File: src/rtl/muxbus_pkg.sv
package muxbus_pkg;
  localparam int MB_ADDR_W      = 7;
  localparam int MB_DATA_W      = 8;
  localparam int MB_SYNC_STAGES = 2;

  typedef enum logic {
    CONV_SPLIT   = 1'b0,
    CONV_DSTROBE = 1'b1
  } conv_e;

  typedef struct packed {
    logic cs_n;
    logic as_lvl;
    logic sa;
    logic sb;
  } ctrl_t;
endpackage

File: src/rtl/mbs_sync.sv
module mbs_sync #(
  parameter int          W      = 4,
  parameter int          STAGES = 2,
  parameter logic [W-1:0] RST   = '0
) (
  input  logic         clk,
  input  logic         rst_n,
  input  logic [W-1:0] d,
  output logic [W-1:0] q
);
  logic [W-1:0] chain [STAGES];

  generate
    for (genvar s = 0; s < STAGES; s++) begin : g_stage
      if (s == 0) begin : g_first
        always_ff @(posedge clk) begin
          if (!rst_n) chain[s] <= RST;
          else        chain[s] <= d;
        end
      end else begin : g_next
        always_ff @(posedge clk) begin
          if (!rst_n) chain[s] <= RST;
          else        chain[s] <= chain[s-1];
        end
      end
    end
  endgenerate

  assign q = chain[STAGES-1];
endmodule

File: src/rtl/mbs_cycle_decode.sv
module mbs_cycle_decode
  import muxbus_pkg::*;
(
  input  logic  clk,
  input  logic  rst_n,
  input  conv_e conv,
  input  ctrl_t ctrl_s,
  output logic  addr_capture,
  output logic  read_active,
  output logic  write_commit
);
  ctrl_t ctrl_d;

  always_ff @(posedge clk) begin
    if (!rst_n) ctrl_d <= '{cs_n: 1'b1, as_lvl: 1'b0, sa: 1'b0, sb: 1'b0};
    else        ctrl_d <= ctrl_s;
  end

  logic ds_read, ds_write, sp_read, sp_write;

  // data-strobe convention: sa = strobe (high active), sb = direction (1 read)
  assign ds_read  = !ctrl_s.cs_n && ctrl_s.sa && ctrl_s.sb;
  assign ds_write = !ctrl_d.cs_n && ctrl_d.sa && !ctrl_s.sa && !ctrl_d.sb;
  // split convention: sa = read strobe low, sb = write strobe low
  assign sp_read  = !ctrl_s.cs_n && !ctrl_s.sa;
  assign sp_write = !ctrl_d.cs_n && !ctrl_d.sb && ctrl_s.sb;

  assign addr_capture = ctrl_d.as_lvl && !ctrl_s.as_lvl;
  assign read_active  = (conv == CONV_DSTROBE) ? ds_read  : sp_read;
  assign write_commit = (conv == CONV_DSTROBE) ? ds_write : sp_write;
endmodule

File: src/rtl/mbs_read_drive.sv
module mbs_read_drive #(
  parameter int DATA_W = 8
) (
  input  logic              clk,
  input  logic              rst_n,
  input  logic              read_active,
  input  logic [DATA_W-1:0] rd_data,
  output logic [DATA_W-1:0] bus_out,
  output logic              bus_oe
);
  always_ff @(posedge clk) begin
    if (!rst_n) begin
      bus_oe  <= 1'b0;
      bus_out <= '0;
    end else begin
      bus_oe <= read_active;
      if (read_active) bus_out <= rd_data;
    end
  end
endmodule

File: src/rtl/muxbus_slave.sv
module muxbus_slave
  import muxbus_pkg::*;
#(
  parameter int ADDR_W      = MB_ADDR_W,
  parameter int DATA_W      = MB_DATA_W,
  parameter int SYNC_STAGES = MB_SYNC_STAGES
) (
  input  logic              clk,
  input  logic              rst_n,
  input  logic              mode_strap,
  input  logic              cs_n,
  input  logic              addr_stb,
  input  logic              strb_a,
  input  logic              strb_b,
  input  logic [DATA_W-1:0] bus_in,
  output logic [DATA_W-1:0] bus_out,
  output logic              bus_oe,
  output logic [ADDR_W-1:0] rf_rd_addr,
  input  logic [DATA_W-1:0] rf_rd_data,
  output logic              rf_wr_valid,
  output logic [ADDR_W-1:0] rf_wr_addr,
  output logic [DATA_W-1:0] rf_wr_data
);
  localparam int         CTRL_W     = $bits(ctrl_t);
  localparam int         BUS_STAGES = SYNC_STAGES + 1;
  localparam logic [CTRL_W-1:0] CTRL_IDLE = 4'b1000;

  conv_e             conv_q;
  ctrl_t             ctrl_s;
  logic [CTRL_W-1:0] ctrl_raw, ctrl_sv;
  logic [DATA_W-1:0] bus_d;
  logic              addr_capture, read_active, write_commit;
  logic [ADDR_W-1:0] addr_q;

  // strap captured on every clock while reset is held, frozen afterwards
  always_ff @(posedge clk) begin
    if (!rst_n) conv_q <= conv_e'(mode_strap);
  end

  assign ctrl_raw = {cs_n, addr_stb, strb_a, strb_b};

  mbs_sync #(.W(CTRL_W), .STAGES(SYNC_STAGES), .RST(CTRL_IDLE)) u_ctrl_sync (
    .clk(clk), .rst_n(rst_n), .d(ctrl_raw), .q(ctrl_sv)
  );
  assign ctrl_s = ctrl_t'(ctrl_sv);

  // one stage deeper: aligned with the previous strobe sample
  mbs_sync #(.W(DATA_W), .STAGES(BUS_STAGES), .RST('0)) u_bus_sync (
    .clk(clk), .rst_n(rst_n), .d(bus_in), .q(bus_d)
  );

  mbs_cycle_decode u_decode (
    .clk(clk), .rst_n(rst_n), .conv(conv_q), .ctrl_s(ctrl_s),
    .addr_capture(addr_capture), .read_active(read_active),
    .write_commit(write_commit)
  );

  always_ff @(posedge clk) begin
    if (!rst_n)            addr_q <= '0;
    else if (addr_capture) addr_q <= bus_d[ADDR_W-1:0];
  end
  assign rf_rd_addr = addr_q;

  always_ff @(posedge clk) begin
    if (!rst_n) begin
      rf_wr_valid <= 1'b0;
      rf_wr_addr  <= '0;
      rf_wr_data  <= '0;
    end else begin
      rf_wr_valid <= write_commit;
      if (write_commit) begin
        rf_wr_addr <= addr_q;
        rf_wr_data <= bus_d;
      end
    end
  end

  mbs_read_drive #(.DATA_W(DATA_W)) u_drive (
    .clk(clk), .rst_n(rst_n), .read_active(read_active),
    .rd_data(rf_rd_data), .bus_out(bus_out), .bus_oe(bus_oe)
  );

  assert_addr_hold_R1: assert property (@(posedge clk) disable iff (!rst_n)
    !addr_capture |=> $stable(rf_rd_addr));

  assert_single_write_R5: assert property (@(posedge clk) disable iff (!rst_n)
    rf_wr_valid |=> !rf_wr_valid);

  assert_drive_needs_select_R7: assert property (@(posedge clk) disable iff (!rst_n)
    bus_oe |-> $past(!ctrl_s.cs_n));

  assert_drive_write_excl_R10: assert property (@(posedge clk) disable iff (!rst_n)
    bus_oe |-> !rf_wr_valid);
endmodule

File: config.mk
export PLATFORM = sky130hd
export DESIGN_NAME = muxbus_slave
export DESIGN_NICKNAME = d
export VERILOG_FILES = /design/src/rtl/muxbus_pkg.sv /design/src/rtl/mbs_sync.sv /design/src/rtl/mbs_cycle_decode.sv /design/src/rtl/mbs_read_drive.sv /design/src/rtl/muxbus_slave.sv
export SDC_FILE = /design/constraint.sdc
export NUM_CORES = 1
export LEC_CHECK = 0
export ABC_AREA = 1
export BUFFER_PORTS_ARGS = -buffer_cell sky130_fd_sc_hd__clkbuf_2
export CAP_MARGIN = 20
export CELL_PAD_IN_SITES_DETAIL_PLACEMENT = 1
export CELL_PAD_IN_SITES_GLOBAL_PLACEMENT = 2
export CORE_ASPECT_RATIO = 1.5
export CORE_MARGIN = 2
export CORE_UTILIZATION = 30
export CTS_CLUSTER_DIAMETER = 30
export CTS_CLUSTER_SIZE = 12
export DETAILED_ROUTE_END_ITERATION = 6
export PLACE_DENSITY_LB_ADDON = 0.1
export SLEW_MARGIN = 20
export SYNTH_ARGS = -nofsm -noshare
export SYNTH_HDL_FRONTEND = slang
export SYNTH_SLANG_ARGS = --single-unit
export TNS_END_PERCENT = 30
File: constraint.sdc
create_clock -name clk -period 1.2 [get_ports clk]
set_input_delay 0.3 -clock clk [delete_from_list [all_inputs] [get_ports clk]]
set_output_delay 0.3 -clock clk [all_outputs]
set_load 0.01 [all_outputs]
* Yosys cells after proc, flatten, opt, wreduce, memory -nomap -nowiden
Memory sizes are Yosys's and may differ from the RTL's.
Index checks and enable logic that the tools add are counted.
** Word-level totals
- Logic and storage cells :: 41
- Memories kept :: 2
- Bits in registers :: 37
- RAM bits :: 32
- Output and inout bits :: 32
** Memories
- u_bus_sync.chain :: depth 3, width 8, rd ports 3, clocked after Yosys merged registers in 0, wr ports 3, line mbs_sync.sv:11 : logic [W-1:0] chain [STAGES];
- u_ctrl_sync.chain :: depth 2, width 4, rd ports 2, clocked after Yosys merged registers in 0, wr ports 2, line mbs_sync.sv:11
** Operators by class
- Bitwise logic cells :: 5
- Mux-type cells :: 9
- Reduce and logical (&&, ||, !) cells :: 14
** Operator list (number)
- $mux W8 :: 3
- $logic_and A1 B1 Y1 :: 9
- $mux W4 :: 2
- $logic_not A1 Y1 :: 5
- $or A1 B1 Y1 :: 5
- $mux W1 :: 4

* Longest topological paths before layout
Gate-level depths: netlist of run 1.
- Depth in word-level cells :: 5
- Depth in mapped cells :: 7
- Mapped depth without buffers :: 6

* Cells and area by module
A second synthesis of run 1 with hierarchy kept.
** Second synthesis, totals
- Cells, all modules :: 314
- Area total of the unflattened synthesis :: 2382.3 sq um
** Modules (own cells, without submodules)
- muxbus_slave :: cells an instance 136, area an instance 935.9 sq um, times used 1
- mbs_sync at u_bus_sync :: cells an instance 74, area an instance 683.2 sq um, times used 1
- mbs_read_drive :: cells an instance 54, area an instance 375.4 sq um, times used 1
- mbs_sync at u_ctrl_sync :: cells an instance 25, area an instance 225.2 sq um, times used 1
- mbs_cycle_decode :: cells an instance 25, area an instance 162.7 sq um, times used 1

* Worst setup path before layout of run 1
OpenSTA, ideal clock, no wires.
- Path kind :: register -> register
- From :: register conv_q
- To :: register rf_wr_addr[1]
- Setup time :: 0.115 ns
- Cell stages (with the launch flop) :: 6
- Buffers on the path :: 1
- Arrival :: 0.914 ns
- Path slack :: 0.171 ns
- Required time :: 1.085 ns
- Clock period less this slack :: 1.029 ns
- Cells stage by stage :: edfxtp_1 > nor2_1 > nor2_2 > buf_4 > a21oi_1 > nor2_1
** On the way
- Cells in the longest elaborated chain, start to end :: 1
** Ends and longest elaborated chain
- start, declared :: line muxbus_slave.sv:28 : conv_e conv_q;
- start signal, assigned :: line muxbus_slave.sv:37 : if (!rst_n) conv_q <= conv_e'(mode_strap);
- $mux W1 :: line mbs_cycle_decode.sv:30 : assign write_commit = (conv == CONV_DSTROBE) ? ds_write : sp_write;
- end signal, assigned :: line muxbus_slave.sv:72 : rf_wr_addr <= addr_q;
- end, declared :: line muxbus_slave.sv:21 : output logic [ADDR_W-1:0] rf_wr_addr,
Every way passes these cells.
A chain may end at the register's enable or synchronous reset.

* Final worst setup path of run 1
- From :: register rf_wr_data[0]
- To :: output rf_wr_data[0]
** RTL lines
- start, declared :: line muxbus_slave.sv:22 : output logic [DATA_W-1:0] rf_wr_data
- start signal, assigned :: line muxbus_slave.sv:73 : rf_wr_data <= bus_d;
No word-level cell between the ends.

==> results of run 1 <==
-- cell families after synthesis --
group | synth area share (%)
AO/OA/AOI/OAI | 6.080
flip-flops | 58.28
AND/OR/NAND/NOR | 22.59
buffers and inverters | 13.05
-- routing by layer --
metal	track usage, %	vias up	wire length [microns]
li1	-	1023	-
met1	14.44	851	2162
met2	20.23	40	2305
met3	4.147	8	258
met4	7.273	0	105
met5	0	-	0
-- worst reg2reg max path, stage by stage, from the launching register on --
cell and delay (ns):
edfxtp_1 0.39, nand2_1 0.09, nand2_2 0.08, inv_1 0.07, nor2_4 0.22, nor2_1 0.08
nor2_1 0.11
-- registers in the layout (all words and copies together) (netlist names) --
name               flops
rf_wr_data             8
u_decode.ctrl_d        4
u_drive.bus_out        8
rf_rd_addr             7
conv_q                 1
rf_wr_addr             7
u_ctrl_sync.chain      8
u_bus_sync.chain      24
rf_wr_valid            1
u_drive.bus_oe         1
-- power groups by stage --
stage          Clock, mW  Sequential, mW  Combinational (mW)
2_1_floorplan          0            2.47               0.184
6_report            2.83            2.41               0.324
5_1_grt             3.05            2.42               0.376
3_3_place_gp           0            2.46               0.326
3_5_place_dp           0            2.46               0.330
4_1_cts             2.92            2.41               0.332
-- metrics by stage --
step | setup WS (ns) | util [%]
2_1_floorplan | 0.1709 | -
3_3_place_gp | 0.1057 | 36.75
3_5_place_dp | 0.08377 | 36.75
4_1_cts | 0.05688 | 41.01
5_1_grt | -0.01779 | 41.11
6_report | 0.06833 | 41.11
-- cell usage in the layout, fill, tap and decap left out, drive strengths merged, types with 3 or more instances in the layout --
cell     n
dfxtp   68
buf     10
clkinv   3
nand2   66
nand4    8
a21oi   22
nor2    35
clkbuf  66
nand3   15
o21ai    7
inv     62
-- timing repair --
| action | CTS | global route |
|---|---|---|
| setup buffers | 0 | 1 |
| setup endpoints to repair | 0 | 4 |
| resized for setup | 0 | 0 |
-- worst max-delay path by stage --
stage / depth (start not counted) / end / slack (ns)
after floorplan: 5 / rf_wr_addr[1] / 0.17
after global placement: 6 / rf_wr_addr[1] / 0.11
after detailed placement: 6 / rf_wr_data[5] / 0.08
after CTS: 1 / rf_wr_data[0] / 0.06
after global routing: 6 / u_drive.bus_out[6] / -0.02
final: 1 / rf_wr_data[0] / 0.07
-- cell type report --
class,count,area (sq um)
timing repair buffer,64,382.9
sequential,69,1391
tap,102,127.6
clock inverter,4,70.07
inverter,63,236.5
fill,953,4512
clock buffer,12,256.5
multi-input combinational,156,684.4
-- cell usage after synthesis --
| library cell | n | area (sq um) |
|---|---|---|
| a21oi_1 | 22 | 110.1 |
| buf_1 | 1 | 3.750 |
| buf_2 | 9 | 45.04 |
| buf_4 | 3 | 22.52 |
| clkbuf_1 | 1 | 3.750 |
| clkinv_1 | 1 | 3.750 |
| dfxtp_1 | 68 | 1361 |
| edfxtp_1 | 1 | 30.03 |
| inv_1 | 61 | 229.0 |
| inv_2 | 1 | 3.750 |
| nand2_1 | 63 | 236.5 |
| nand2_2 | 3 | 18.77 |
| nand3_1 | 15 | 75.07 |
| nand4_1 | 8 | 50.05 |
| nor2_1 | 33 | 123.9 |
| nor2_2 | 1 | 6.260 |
| nor2_4 | 1 | 11.26 |
| nor3_1 | 1 | 5.000 |
| o21ai_0 | 7 | 35.03 |
| or2_2 | 2 | 12.51 |
==> impl_metrics.json, run 1 <==
{
  "hold_viol_final": 0,
  "layout_min_cycle_time_ns": 1.132,
  "critPathMaxStageDelay_ns": 0.36,
  "worst_pin_slew_ns": 0.2323,
  "finalCritPeriodShare_pct": 94.31,
  "p_switching_mw": 1.125,
  "vias": 1922,
  "die_y_microns": 113.3,
  "area_delta_synth_final_pct": 31.92,
  "worstPathCellList": "clkbuf_2",
  "antenna_left": 0,
  "rows": 39,
  "seq_area_frac_synth_pct": 58.28,
  "setup_viol": 0,
  "cp-start-kind": "flip-flop",
  "die_area_sq_mm": 0.008702,
  "port-buffer-count": 54,
  "timing.reg2reg.setup_slack_ns": 0.09,
  "synthesis.area_sq_mm": 0.002387,
  "hp-class": "in2reg",
  "antenna_found_initial": 0,
  "dp.cells": 453,
  "whs_endpoint": "u_ctrl_sync.chain[0][0]",
  "end_kind": "output port",
  "die_width_microns": 76.84,
  "track_usage_pct": 12.53,
  "drtIter0Drc": 27,
  "drive_gt1_share_pct": 23.64,
  "placed_cell_area_sq_mm": 0.002815,
  "synth_seq_cells": 69,
  "grt_pass1_wl_microns": 8562,
  "cts.clk_slew.worst_paths_ns": 0.05,
  "synth_nets": 325,
  "nNetsFinal": 386,
  "ctsHoldBuffers": 0,
  "initial_core_util_pct": 31.16,
  "wirelength_microns": 4830,
  "synth_warnings": 0,
  "drc_errors": 0,
  "crit_buf_inv": 1,
  "finalMaxSlewViolations": 0,
  "switching_share_pct": 20.23,
  "clk_latency_ns": 0.32,
  "gp_congestion": 0.6780,
  "grt_max_degree": 41,
  "run_status": "finished, final reports clean",
  "clockBufferDepth": 2,
  "hold_slack_ns": 0.1568,
  "instances_no_fill": 470,
  "wire_per_inst_microns": 10.28,
  "reg2reg_to": "u_drive.bus_out[6]",
  "dp_hpwl_microns": 3222,
  "cts_root_buffer": "clkbuf_16",
  "cts_made_buffers": 9,
  "fin_area_sq_mm": 0.003149,
  "slowest_stage": "dfxtp_1",
  "power.density_mw_per_mm2": 1766,
  "r2r_cells": 6,
  "fmax_mhz": 883.7,
  "grt_overflow_total": 0,
  "ir_drop_v": 0.0007567,
  "power.internal_mw": 4.436,
  "path_class": "reg2out",
  "power_frac_comb_pct": 5.8,
  "firstDrtPassIters": 3,
  "arrival_ns": 0.83,
  "cts_tree": "done",
  "cp.required_ns": 0.90,
  "netlist-cell-type-count": 20,
  "pwr-share-seq_pct": 43.3,
  "cts.sinks": 69,
  "syn-instance-count": 302,
  "max_slew_margin_pct": 84.51,
  "critPathTopFamily": "flip-flops",
  "diodes": 0,
  "postSynthAreaPerCell_sq_um": 7.905,
  "maxCapViolCount": 0,
  "worstHoldStart": "strb_b",
  "hold_depth": 3,
  "p_total_mw": 5.562,
  "rr_startpoint": "conv_q",
  "htreeDepth": 3,
  "via_per_inst": 4.089,
  "p_leak_nw": 1.649,
  "placeableCoreArea_sq_mm": 0.007661,
  "tns_ns": 0,
  "pwr-share-clk_pct": 50.8,
  "ioPinCount": 55,
  "grt_pass1_vias": 1932,
  "path_max_fanout": 2,
  "clock_skew_ns": 0.004389,
  "critPathLaunch": "rf_wr_data[0]"
}
Power figures use the tool's default switching activity.
==> run 2, diff against run 1 <==
--- a/config.mk
+++ b/config.mk
@@ -11,7 +11,7 @@
 export CELL_PAD_IN_SITES_DETAIL_PLACEMENT = 1
 export CELL_PAD_IN_SITES_GLOBAL_PLACEMENT = 2
 export CORE_ASPECT_RATIO = 1.5
-export CORE_MARGIN = 2
+export CORE_MARGIN = 3
 export CORE_UTILIZATION = 30
 export CTS_CLUSTER_DIAMETER = 30
 export CTS_CLUSTER_SIZE = 12
==> impl_metrics.json, run 2 (synthesis results as in run 1) <==
{
  "clock_skew_ns": 0.003254,
  "die_area_sq_mm": 0.009086,
  "die_y_microns": 115.3,
  "dp_slack_ns": 0.08488,
  "cts.sinks": 69,
  "maxCapViolCount": 0,
  "htreeDepth": 3,
  "path_class": "reg2reg",
  "finalCritPeriodShare_pct": 95.62,
  "hold_viol_final": 0,
  "area_delta_synth_final_pct": 32.55,
  "wire_per_inst_microns": 10.64,
  "clk_latency_ns": 0.32,
  "hp-class": "in2reg",
  "final_cell_mix": "68 x dfxtp_1, 62 x nand2_1, 60 x inv_1, 54 x clkbuf_2, 32 x nor2_1",
  "run_status": "finished, final reports clean",
  "diodes": 0,
  "setup_viol": 0,
  "rr_startpoint": "conv_q",
  "power.density_mw_per_mm2": 1674,
  "grt.busiest_layer": "met2",
  "grt_use_met2_pct": 18.04,
  "timing.reg2reg.setup_slack_ns": 0.05,
  "clockBufferDepth": 2,
  "dp_hpwl_microns": 3412,
  "placeableCoreArea_sq_mm": 0.007661,
  "firstDrtPassIters": 4,
  "track_usage_pct": 12.20,
  "worst_slack_ns": 0.05262,
  "cp-start-kind": "flip-flop",
  "setup.worst_path.end": "rf_wr_addr[0]",
  "grt_pass1_vias": 1808,
  "gp_congestion": 0.7007,
  "drtIter0Drc": 76,
  "slowest_stage": "edfxtp_1",
  "grt_max_degree": 32,
  "worstPathCellList": "nor2_2 > nor2_4 > clkbuf_16 > a21oi_1 > nor2_1",
  "use_met1_pct": 15.50,
  "initial_core_util_pct": 31.16,
  "layout_commonest_cell": "dfxtp_1",
  "arrival_ns": 1.36,
  "end_kind": "flip-flop",
  "wirelength_microns": 5023,
  "max_slew_margin_pct": 84.48,
  "multi_input_area_sq_um": 713.2,
  "nNetsFinal": 388,
  "fmax_mhz": 871.5,
  "antenna_found_initial": 0,
  "gr-usage-met3_pct": 2.508,
  "via_per_inst": 4.100,
  "grt_overflow_total": 0,
  "die_width_microns": 78.84,
  "r2r_cells": 5,
  "hold_slack_ns": 0.1555,
  "fin_area_sq_mm": 0.003164,
  "port-buffer-count": 54,
  "path_max_fanout": 15,
  "p_leak_nw": 1.649,
  "hold_depth": 3,
  "tns_ns": 0,
  "grt_pass1_wl_microns": 8445,
  "largest_reg_flops": 24,
  "fill_cells": 970,
  "drive_gt1_share_pct": 26.22,
  "cp.required_ns": 1.41,
  "worst_pin_slew_ns": 0.2320,
  "cts_tree": "done",
  "cts_root_buffer": "clkbuf_16",
  "drc_errors": 0,
  "placed_cell_area_sq_mm": 0.002810,
  "cts.clk_slew.worst_paths_ns": 0.05,
  "rows": 39,
  "cts_made_buffers": 9,
  "ir_drop_v": 0.0007606,
  "layout_min_cycle_time_ns": 1.147,
  "ioPinCount": 55,
  "finalMaxSlewViolations": 0,
  "reg2reg_to": "rf_wr_addr[0]",
  "critPathLaunch": "conv_q",
  "antenna_left": 0,
  "vias": 1935,
  "rsz0062_at_grt": "true",
  "seqCellArea_sq_mm": 0.001391,
  "top_register": "u_bus_sync.chain",
  "critPathMaxStageDelay_ns": 0.44
}
-- run 2: cell types whose count changed in the layout (fill, tap and decap cells not counted), sizes merged --
cell and delta:
clkinv +2, bufinv -1, buf +1
-- run 2: timing repair --
item                       in CTS  in global routing
hold buffers                    0                  0
resized for setup               0                  9
setup endpoints to repair       0                 20
setup buffers                   0                  1
-- run 2: cell type report --
class | count | area share (%)
Inverter | 63 | 7.473
Multi-Input combinational cell | 156 | 22.54
Tap cell | 102 | 4.033
Sequential cell | 69 | 43.97
Timing Repair Buffer | 66 | 12.73
Clock buffer | 11 | 7.671
Clock inverter | 5 | 1.582
-- run 2: metrics by stage --
step	std cells	util, %	power, mW
after global routing	472	41.30	5.568
after detailed placement	454	36.68	2.791
after floorplan	302	-	2.652
final	472	41.30	5.295
after CTS	470	40.50	5.371
after global placement	454	36.68	2.783
-- run 2: critical path: cells and delay by family, from the launching register on --
family,cells,cell delay (ns)
flip-flops,1,0.44
buffers and inverters,1,0.18
AO/OA/AOI/OAI,1,0.13
AND/OR/NAND/NOR,3,0.29
-- run 2: power by group --
part / leakage, nW / total (mW) / switching (mW) / internal (mW)
combinational: 0.934 / 0.337 / 0.198 / 0.139
sequential: 0.565 / 2.41 / 0.0324 / 2.38
clock: 0.149 / 2.55 / 0.899 / 1.65
total: 1.65 / 5.30 / 1.13 / 4.17
-- run 2: how the worst min path moves through the flow --
stage	to	from	slack (ns)
6_report	u_bus_sync.chain[0][3]	bus_in[3]	0.16
5_1_grt	u_bus_sync.chain[0][3]	bus_in[3]	0.16
4_1_cts	u_bus_sync.chain[0][6]	bus_in[6]	0.15
3_5_place_dp	u_bus_sync.chain[2][2]	u_bus_sync.chain[1][2]	0.40
3_3_place_gp	u_bus_sync.chain[1][5]	u_bus_sync.chain[0][5]	0.39
2_1_floorplan	u_bus_sync.chain[1][0]	u_bus_sync.chain[0][0]	0.39
-- run 2: metal layers --
metal | share of wire (%) | vias to the layer above | wire [microns]
met4 | 3.2 | 0 | 159
li1 | - | 1029 | -
met1 | 45 | 853 | 2276
met2 | 47 | 43 | 2341
met3 | 4.9 | 10 | 245
met5 | 0 | - | 0
